### config.mk
export PLATFORM = sky130hd
export DESIGN_NAME = boot_remap_decoder
export DESIGN_NICKNAME = d
export VERILOG_FILES = /design/src/rtl/remap_pkg.sv /design/src/rtl/remap_ctrl.sv /design/src/rtl/area_decode.sv /design/src/rtl/resp_mux.sv /design/src/rtl/boot_remap_decoder.sv
export SDC_FILE = /design/constraint.sdc
export NUM_CORES = 1
export LEC_CHECK = 0
export BUFFER_PORTS_ARGS = -buffer_cell sky130_fd_sc_hd__buf_2
export CAP_MARGIN = 15
export CORE_AREA = 3 3 100 102
export DETAILED_ROUTE_END_ITERATION = 6
export DIE_AREA = 0 0 103 105
export PLACE_DENSITY = 0.59
export SYNTH_ARGS = -nofsm -noshare
export SYNTH_HDL_FRONTEND = slang
export SYNTH_SLANG_ARGS = --single-unit
### constraint.sdc
create_clock -name clk -period 1.15 [get_ports clk]
set_clock_uncertainty 0.15 [all_clocks]
set_input_delay 0.115 -clock clk [delete_from_list [all_inputs] [get_ports clk]]
set_output_delay 0.115 -clock clk [all_outputs]
set_load 0.01 [all_outputs]
### src/rtl/remap_pkg.sv
package remap_pkg;

  localparam int ADDR_W  = 28;
  localparam int AREA_W  = 8;
  localparam int AREA_LSB = 20;
  localparam int DATA_W  = 32;

  localparam logic [AREA_W-1:0] AREA_ALIAS = 8'd0;
  localparam logic [AREA_W-1:0] AREA_FLASH = 8'd1;
  localparam logic [AREA_W-1:0] AREA_SRAM  = 8'd2;
  localparam logic [AREA_W-1:0] AREA_HOLE  = 8'd3;

  typedef enum logic [1:0] {
    TGT_FLASH = 2'd0,
    TGT_SRAM  = 2'd1,
    TGT_HOLE  = 2'd2,
    TGT_ABORT = 2'd3
  } tgt_e;

  // Area index of a byte address: the eight bits above the 1-Mbyte offset.
  function automatic logic [AREA_W-1:0] area_of(input logic [ADDR_W-1:0] a);
    return a[ADDR_W-1:AREA_LSB];
  endfunction

  // Which target owns an area, given the current remap state.
  function automatic tgt_e area_target(input logic [AREA_W-1:0] area,
                                       input logic remapped);
    tgt_e t;
    if (area == AREA_ALIAS)      t = remapped ? TGT_SRAM : TGT_FLASH;
    else if (area == AREA_FLASH) t = TGT_FLASH;
    else if (area == AREA_SRAM)  t = TGT_SRAM;
    else if (area == AREA_HOLE)  t = TGT_HOLE;
    else                         t = TGT_ABORT;
    return t;
  endfunction

  function automatic bit is_pow2(input longint v);
    return (v > 0) && ((v & (v - 1)) == 0);
  endfunction

endpackage

### src/rtl/remap_ctrl.sv
module remap_ctrl (
  input  logic clk,
  input  logic rst_n,
  input  logic ctl_wr,
  input  logic ctl_wbit,
  output logic remapped
);

  logic toggle_ev;
  assign toggle_ev = ctl_wr & ctl_wbit;

  always_ff @(posedge clk or negedge rst_n) begin
    if (!rst_n) remapped <= 1'b0;
    else if (toggle_ev) remapped <= ~remapped;
  end

  assert_reset_state_R1: assert property (@(posedge clk) disable iff (!rst_n)
    $rose(rst_n) |-> !remapped);

  assert_toggle_R4: assert property (@(posedge clk) disable iff (!rst_n)
    (ctl_wr && ctl_wbit) |=> (remapped != $past(remapped)));

  assert_zero_write_R5: assert property (@(posedge clk) disable iff (!rst_n)
    !(ctl_wr && ctl_wbit) |=> $stable(remapped));

endmodule

### src/rtl/area_decode.sv
module area_decode
  import remap_pkg::*;
#(
  parameter int FLASH_AW = 15,
  parameter int SRAM_AW  = 13
) (
  input  logic [ADDR_W-1:0]   addr,
  input  logic                remapped,
  output tgt_e                tgt,
  output logic [AREA_W-1:0]   area,
  output logic [FLASH_AW-1:0] flash_off,
  output logic [SRAM_AW-1:0]  sram_off
);

  // A power-of-two memory mirrors by dropping the bits above its size.
  always_comb begin
    area      = area_of(addr);
    tgt       = area_target(area, remapped);
    flash_off = addr[FLASH_AW-1:0];
    sram_off  = addr[SRAM_AW-1:0];
  end

endmodule

### src/rtl/resp_mux.sv
module resp_mux
  import remap_pkg::*;
(
  input  logic              clk,
  input  logic              rst_n,
  input  logic              req,
  input  tgt_e              tgt,
  input  logic [DATA_W-1:0] flash_rdata,
  input  logic [DATA_W-1:0] sram_rdata,
  output logic              flash_cs,
  output logic              sram_cs,
  output logic              ready,
  output logic              abort,
  output logic [DATA_W-1:0] rdata
);

  always_comb begin
    flash_cs = req && (tgt == TGT_FLASH);
    sram_cs  = req && (tgt == TGT_SRAM);
    abort    = req && (tgt == TGT_ABORT);
    ready    = req && (tgt != TGT_ABORT);
    case (tgt)
      TGT_FLASH: rdata = flash_rdata;
      TGT_SRAM:  rdata = sram_rdata;
      default:   rdata = '0;
    endcase
  end

  assert_single_cs_R9: assert property (@(posedge clk) disable iff (!rst_n)
    $onehot0({flash_cs, sram_cs}));

  assert_idle_quiet_R9: assert property (@(posedge clk) disable iff (!rst_n)
    !req |-> !(flash_cs || sram_cs || ready || abort));

  assert_abort_clean_R7: assert property (@(posedge clk) disable iff (!rst_n)
    abort |-> (!ready && !flash_cs && !sram_cs));

  assert_hole_zero_R8: assert property (@(posedge clk) disable iff (!rst_n)
    (ready && !flash_cs && !sram_cs) |-> (rdata == '0));

endmodule

### src/rtl/boot_remap_decoder.sv
module boot_remap_decoder
  import remap_pkg::*;
#(
  parameter int FLASH_BYTES = 32768,
  parameter int SRAM_BYTES  = 8192,
  localparam int FLASH_AW   = $clog2(FLASH_BYTES),
  localparam int SRAM_AW    = $clog2(SRAM_BYTES)
) (
  input  logic                clk,
  input  logic                rst_n,
  input  logic                bus_req,
  input  logic                bus_we,
  input  logic [27:0]         bus_addr,
  input  logic [31:0]         bus_wdata,
  output logic                bus_ready,
  output logic                bus_abort,
  output logic [31:0]         bus_rdata,
  output logic                flash_cs,
  output logic [FLASH_AW-1:0] flash_addr,
  input  logic [31:0]         flash_rdata,
  output logic                sram_cs,
  output logic [SRAM_AW-1:0]  sram_addr,
  input  logic [31:0]         sram_rdata,
  output logic                mem_we,
  output logic [31:0]         mem_wdata,
  input  logic                ctl_wr,
  input  logic                ctl_wbit,
  output logic [31:0]         ctl_rdata
);

  logic              remapped;
  tgt_e              tgt;
  logic [AREA_W-1:0] area;

  initial begin
    assert_sizes_pow2_R3: assert (is_pow2(FLASH_BYTES) && is_pow2(SRAM_BYTES)
                                  && FLASH_BYTES <= (1 << AREA_LSB)
                                  && SRAM_BYTES  <= (1 << AREA_LSB));
  end

  remap_ctrl u_ctrl (
    .clk      (clk),
    .rst_n    (rst_n),
    .ctl_wr   (ctl_wr),
    .ctl_wbit (ctl_wbit),
    .remapped (remapped)
  );

  area_decode #(
    .FLASH_AW (FLASH_AW),
    .SRAM_AW  (SRAM_AW)
  ) u_dec (
    .addr      (bus_addr),
    .remapped  (remapped),
    .tgt       (tgt),
    .area      (area),
    .flash_off (flash_addr),
    .sram_off  (sram_addr)
  );

  resp_mux u_mux (
    .clk         (clk),
    .rst_n       (rst_n),
    .req         (bus_req),
    .tgt         (tgt),
    .flash_rdata (flash_rdata),
    .sram_rdata  (sram_rdata),
    .flash_cs    (flash_cs),
    .sram_cs     (sram_cs),
    .ready       (bus_ready),
    .abort       (bus_abort),
    .rdata       (bus_rdata)
  );

  assign mem_we    = bus_req & bus_we;
  assign mem_wdata = bus_wdata;
  assign ctl_rdata = {31'd0, remapped};

  assert_alias_sram_R6: assert property (@(posedge clk) disable iff (!rst_n)
    (bus_req && area == AREA_ALIAS && ctl_rdata[0]) |-> sram_cs);

  assert_fixed_areas_R2: assert property (@(posedge clk) disable iff (!rst_n)
    (bus_req && area == AREA_FLASH) |-> flash_cs);

  assert_flash_mirror_R3: assert property (@(posedge clk) disable iff (!rst_n)
    flash_cs |-> (32'(flash_addr) == (32'(bus_addr) % FLASH_BYTES)));

  assert_sram_mirror_R3: assert property (@(posedge clk) disable iff (!rst_n)
    sram_cs |-> (32'(sram_addr) == (32'(bus_addr) % SRAM_BYTES)));

endmodule

==> summary.md <==
| Metric | Value |
|---|---|
| Outcome | `finished, violations left` |
| Failing checks | `negative setup slack` |
| Overall Power | `1.19 mW` |
| Die width | `103 um` |
| Yosys cell types | `20` |
| CP Class | `reg2out` |
| Post-layout instance area | `0.00167 mm2` |
| VDD IR max | `325 uV` |
| Area delta synth->final | `27.1%` |
| Storage cell area | `~25 um2` |
| Biggest regs | `u_ctrl.remapped (1)` |
| Vias post-DR | `1,453` |
| Post-Synthesis Cells | `between 150 and 200` |
| WHS Path Cells | `0` |
| Final setup vio count | `36` |
| Post-synth EDFFs | `0` |
| Clock transition at the registers of the reported paths | `0 ns` |
| Area contributors post-synth | `buf_4 (52%), a32oi_1 (21%), nor2_1 (10%), buf_8 (3.4%), buf_2 (3.0%)` |
| Initial Util | `14.3%` |
| #FFs+latches synth | `1` |
| Post-synth top area cell | `buf_4` |
| Die Y-Extent | `105 um` |
| Final Max Tran Viols | `0` |
| First-pass GRT wire length | `6640 um` |
| Number of max-cap violations | `0` |
| Worst-skew pair later-pin latency | `0 ns` |
| Max FO, Critical Path | `21` |
| Final period utilization | `130%` |
| Routability cong. | `0.696` |
| Avg Cell Area, Syn | `roughly 7 um2` |
| Reg-to-reg critical path startpoint | `u_ctrl.remapped$_DFFE_PN0P_` |
| Largest net degree at the start of global routing | `22` |
| Drt pass-1 iters | `4` |
| Worst Setup EP | `bus_rdata[18]` |
| GRT Overall Usage | `7.59%` |
| Setup_tns | `-10.81 ns` |
| Met2 GRT Util | `14.8%` |
| Hold WS | `0.0800 ns` |
| Primary FF master, synth | `dfrtp_1` |
| Fmax | `~0.67 GHz` |
| Num rows | `35` |
| Multi-input logic area | `701 um2` |
| Required time worst endpoint | `0.88 ns` |
| Final nets | `380` |
| Startpoint Class | `flip-flop` |
| FF-to-FF path depth | `5` |
| Leak pwr | `0.883 nW` |
| CP Capture Type | `output pin` |
| Fraction of synthesis flops using an asynchronous set or reset pin | `100%` |
| R2R setup slack | `-0.07 ns` |
| Register bank with the most flops | `u_ctrl.remapped` |
| Most frequent cells after synthesis | `buf_4 (92), nor2_1 (35), a32oi_1 (32)` |
| GRT met1 Usage | `7.66%` |
| Max reg flops | `1` |
| Min Tclk post-route | `1.49 ns` |
| Post-Syn Area | `0.00132 mm2` |
| Hold WC Path Type | `in2out` |
| Critical Path Start | `u_ctrl.remapped$_DFFE_PN0P_` |
| DP Cell Count | `352` |
| Reg2reg end | `u_ctrl.remapped$_DFFE_PN0P_` |
| Final hold vios | `0` |
| Fillers | `1,039` |
| Core outline area | `0.00920 mm2` |
| Wire per inst | `roughly 13 um` |
| Top Usage Layer GRT | `met2` |
| Io pins | `259` |
| Grt total ovfl | `0` |
| Sequential share of the synthesized area | `1.90%` |
| RSZ-0062 raised after global routing | `true` |
| Dpl hpwl | `around 3800 um` |
| Setup ws final | `-0.344 ns` |
| Die area | `around 0.011 mm2` |
| Vias in the first global route | `1,339` |
| Power per Cell Area | `714 mW/mm2` |
| DRT antenna net count | `0` |
| Via-to-Cell Ratio | `4.05` |
| Non-Filler Instances | `~360` |
| Port buffer count | `115` |
| Yosys Warn Count | `0` |
| ANT cells | `0` |
| Antenna violations before repair | `0` |
| Final WL | `4780 um` |
| GR Util met3 | `1.07%` |
| Post-synth top area share | `between 50 and 60%` |
| Count leader, synth | `buf_4` |
| Iter 0 DRT Violations | `34` |
| WP data arrival | `between 1 and 1.5 ns` |
| Area after DPL | `0.00149 mm2` |
| DR DRC count | `0` |
| Layout cells sized above 1 | `60.1%` |
report_power, final:
group          switching, mW  total (mW)  leakage (nW)  internal (mW)
sequential            0.0138      0.0681        0.0117         0.0543
combinational          0.529        1.13         0.872          0.597
clock                      0           0             0              0
total                  0.543        1.19         0.883          0.652
per-stage QoR:
stage | utilization, % | worst slack [ns]
after floorplan | - | -0.119
after global placement | 16.2 | -0.318
after detailed placement | 16.2 | -0.350
after CTS | 17.3 | -0.329
after global routing | 18.2 | -0.401
final | 18.2 | -0.344
cell usage in the layout (no fill, tap or decap):
cell type and instances:
a32oi_1 27, and2_1 1, nand2_2 1, a32oi_2 5
buf_4 10, dlygate4sd3_1 1, nand2_1 1, nor2_2 1
xnor2_2 1, a31oi_1 1, inv_1 2, nor3_2 1
conb_1 31, buf_2 114, nor2_1 33, dfrtp_1 1
nand3_4 1, buf_12 3, o21ba_4 1, buf_8 2
buf_6 5, nor2_4 3, nor4_1 1, nand2b_4 1
final cells by class:
type                       instances  share of cell area, %
inverter                           2                  0.448
sequential                         1                   1.49
timing repair buffer             135                   47.9
multi-input combinational        110                   41.9
tap                              111                   8.30
timing repair:
item,CTS,global route
pin swaps,7,4
setup endpoints to repair,35,35
gates cloned,1,0
resized for setup,12,12
hold buffers,1,0
setup buffers,3,2
endpoints found under the hold margin,1,0
routing by layer:
layer / share of wire, % / up-vias
met1: 32 / 665
met2: 53 / 103
met4: 4.0 / 0
li1: - / 653
met5: 0 / -
met3: 11 / 32
how the worst min path moves through the flow:
stage	endpoint	startpoint
after floorplan	u_ctrl.remapped$_DFFE_PN0P_	rst_n
after global placement	u_ctrl.remapped$_DFFE_PN0P_	rst_n
after detailed placement	u_ctrl.remapped$_DFFE_PN0P_	rst_n
after CTS	mem_wdata[19]	bus_wdata[19]
after global routing	mem_wdata[8]	bus_wdata[8]
final	mem_wdata[3]	bus_wdata[3]
worst max-delay path, cell delays in order, from the launching register on:
cell     delay [ns]
dfrtp_1        0.37
buf_6          0.12
o21ba_4        0.21
buf_12         0.15
a32oi_2        0.16
nor2_1         0.06
buf_2          0.14
cell families after synthesis:
group	after synthesis	share of synthesized area (%)
flops	1	1.90
other cells	1	0.285
simple gates	44	14.1
compound gates	34	22.5
xor+xnor	1	0.665
buf+inv	107	60.6
Note: power is estimated with default switching activity, not from simulation.
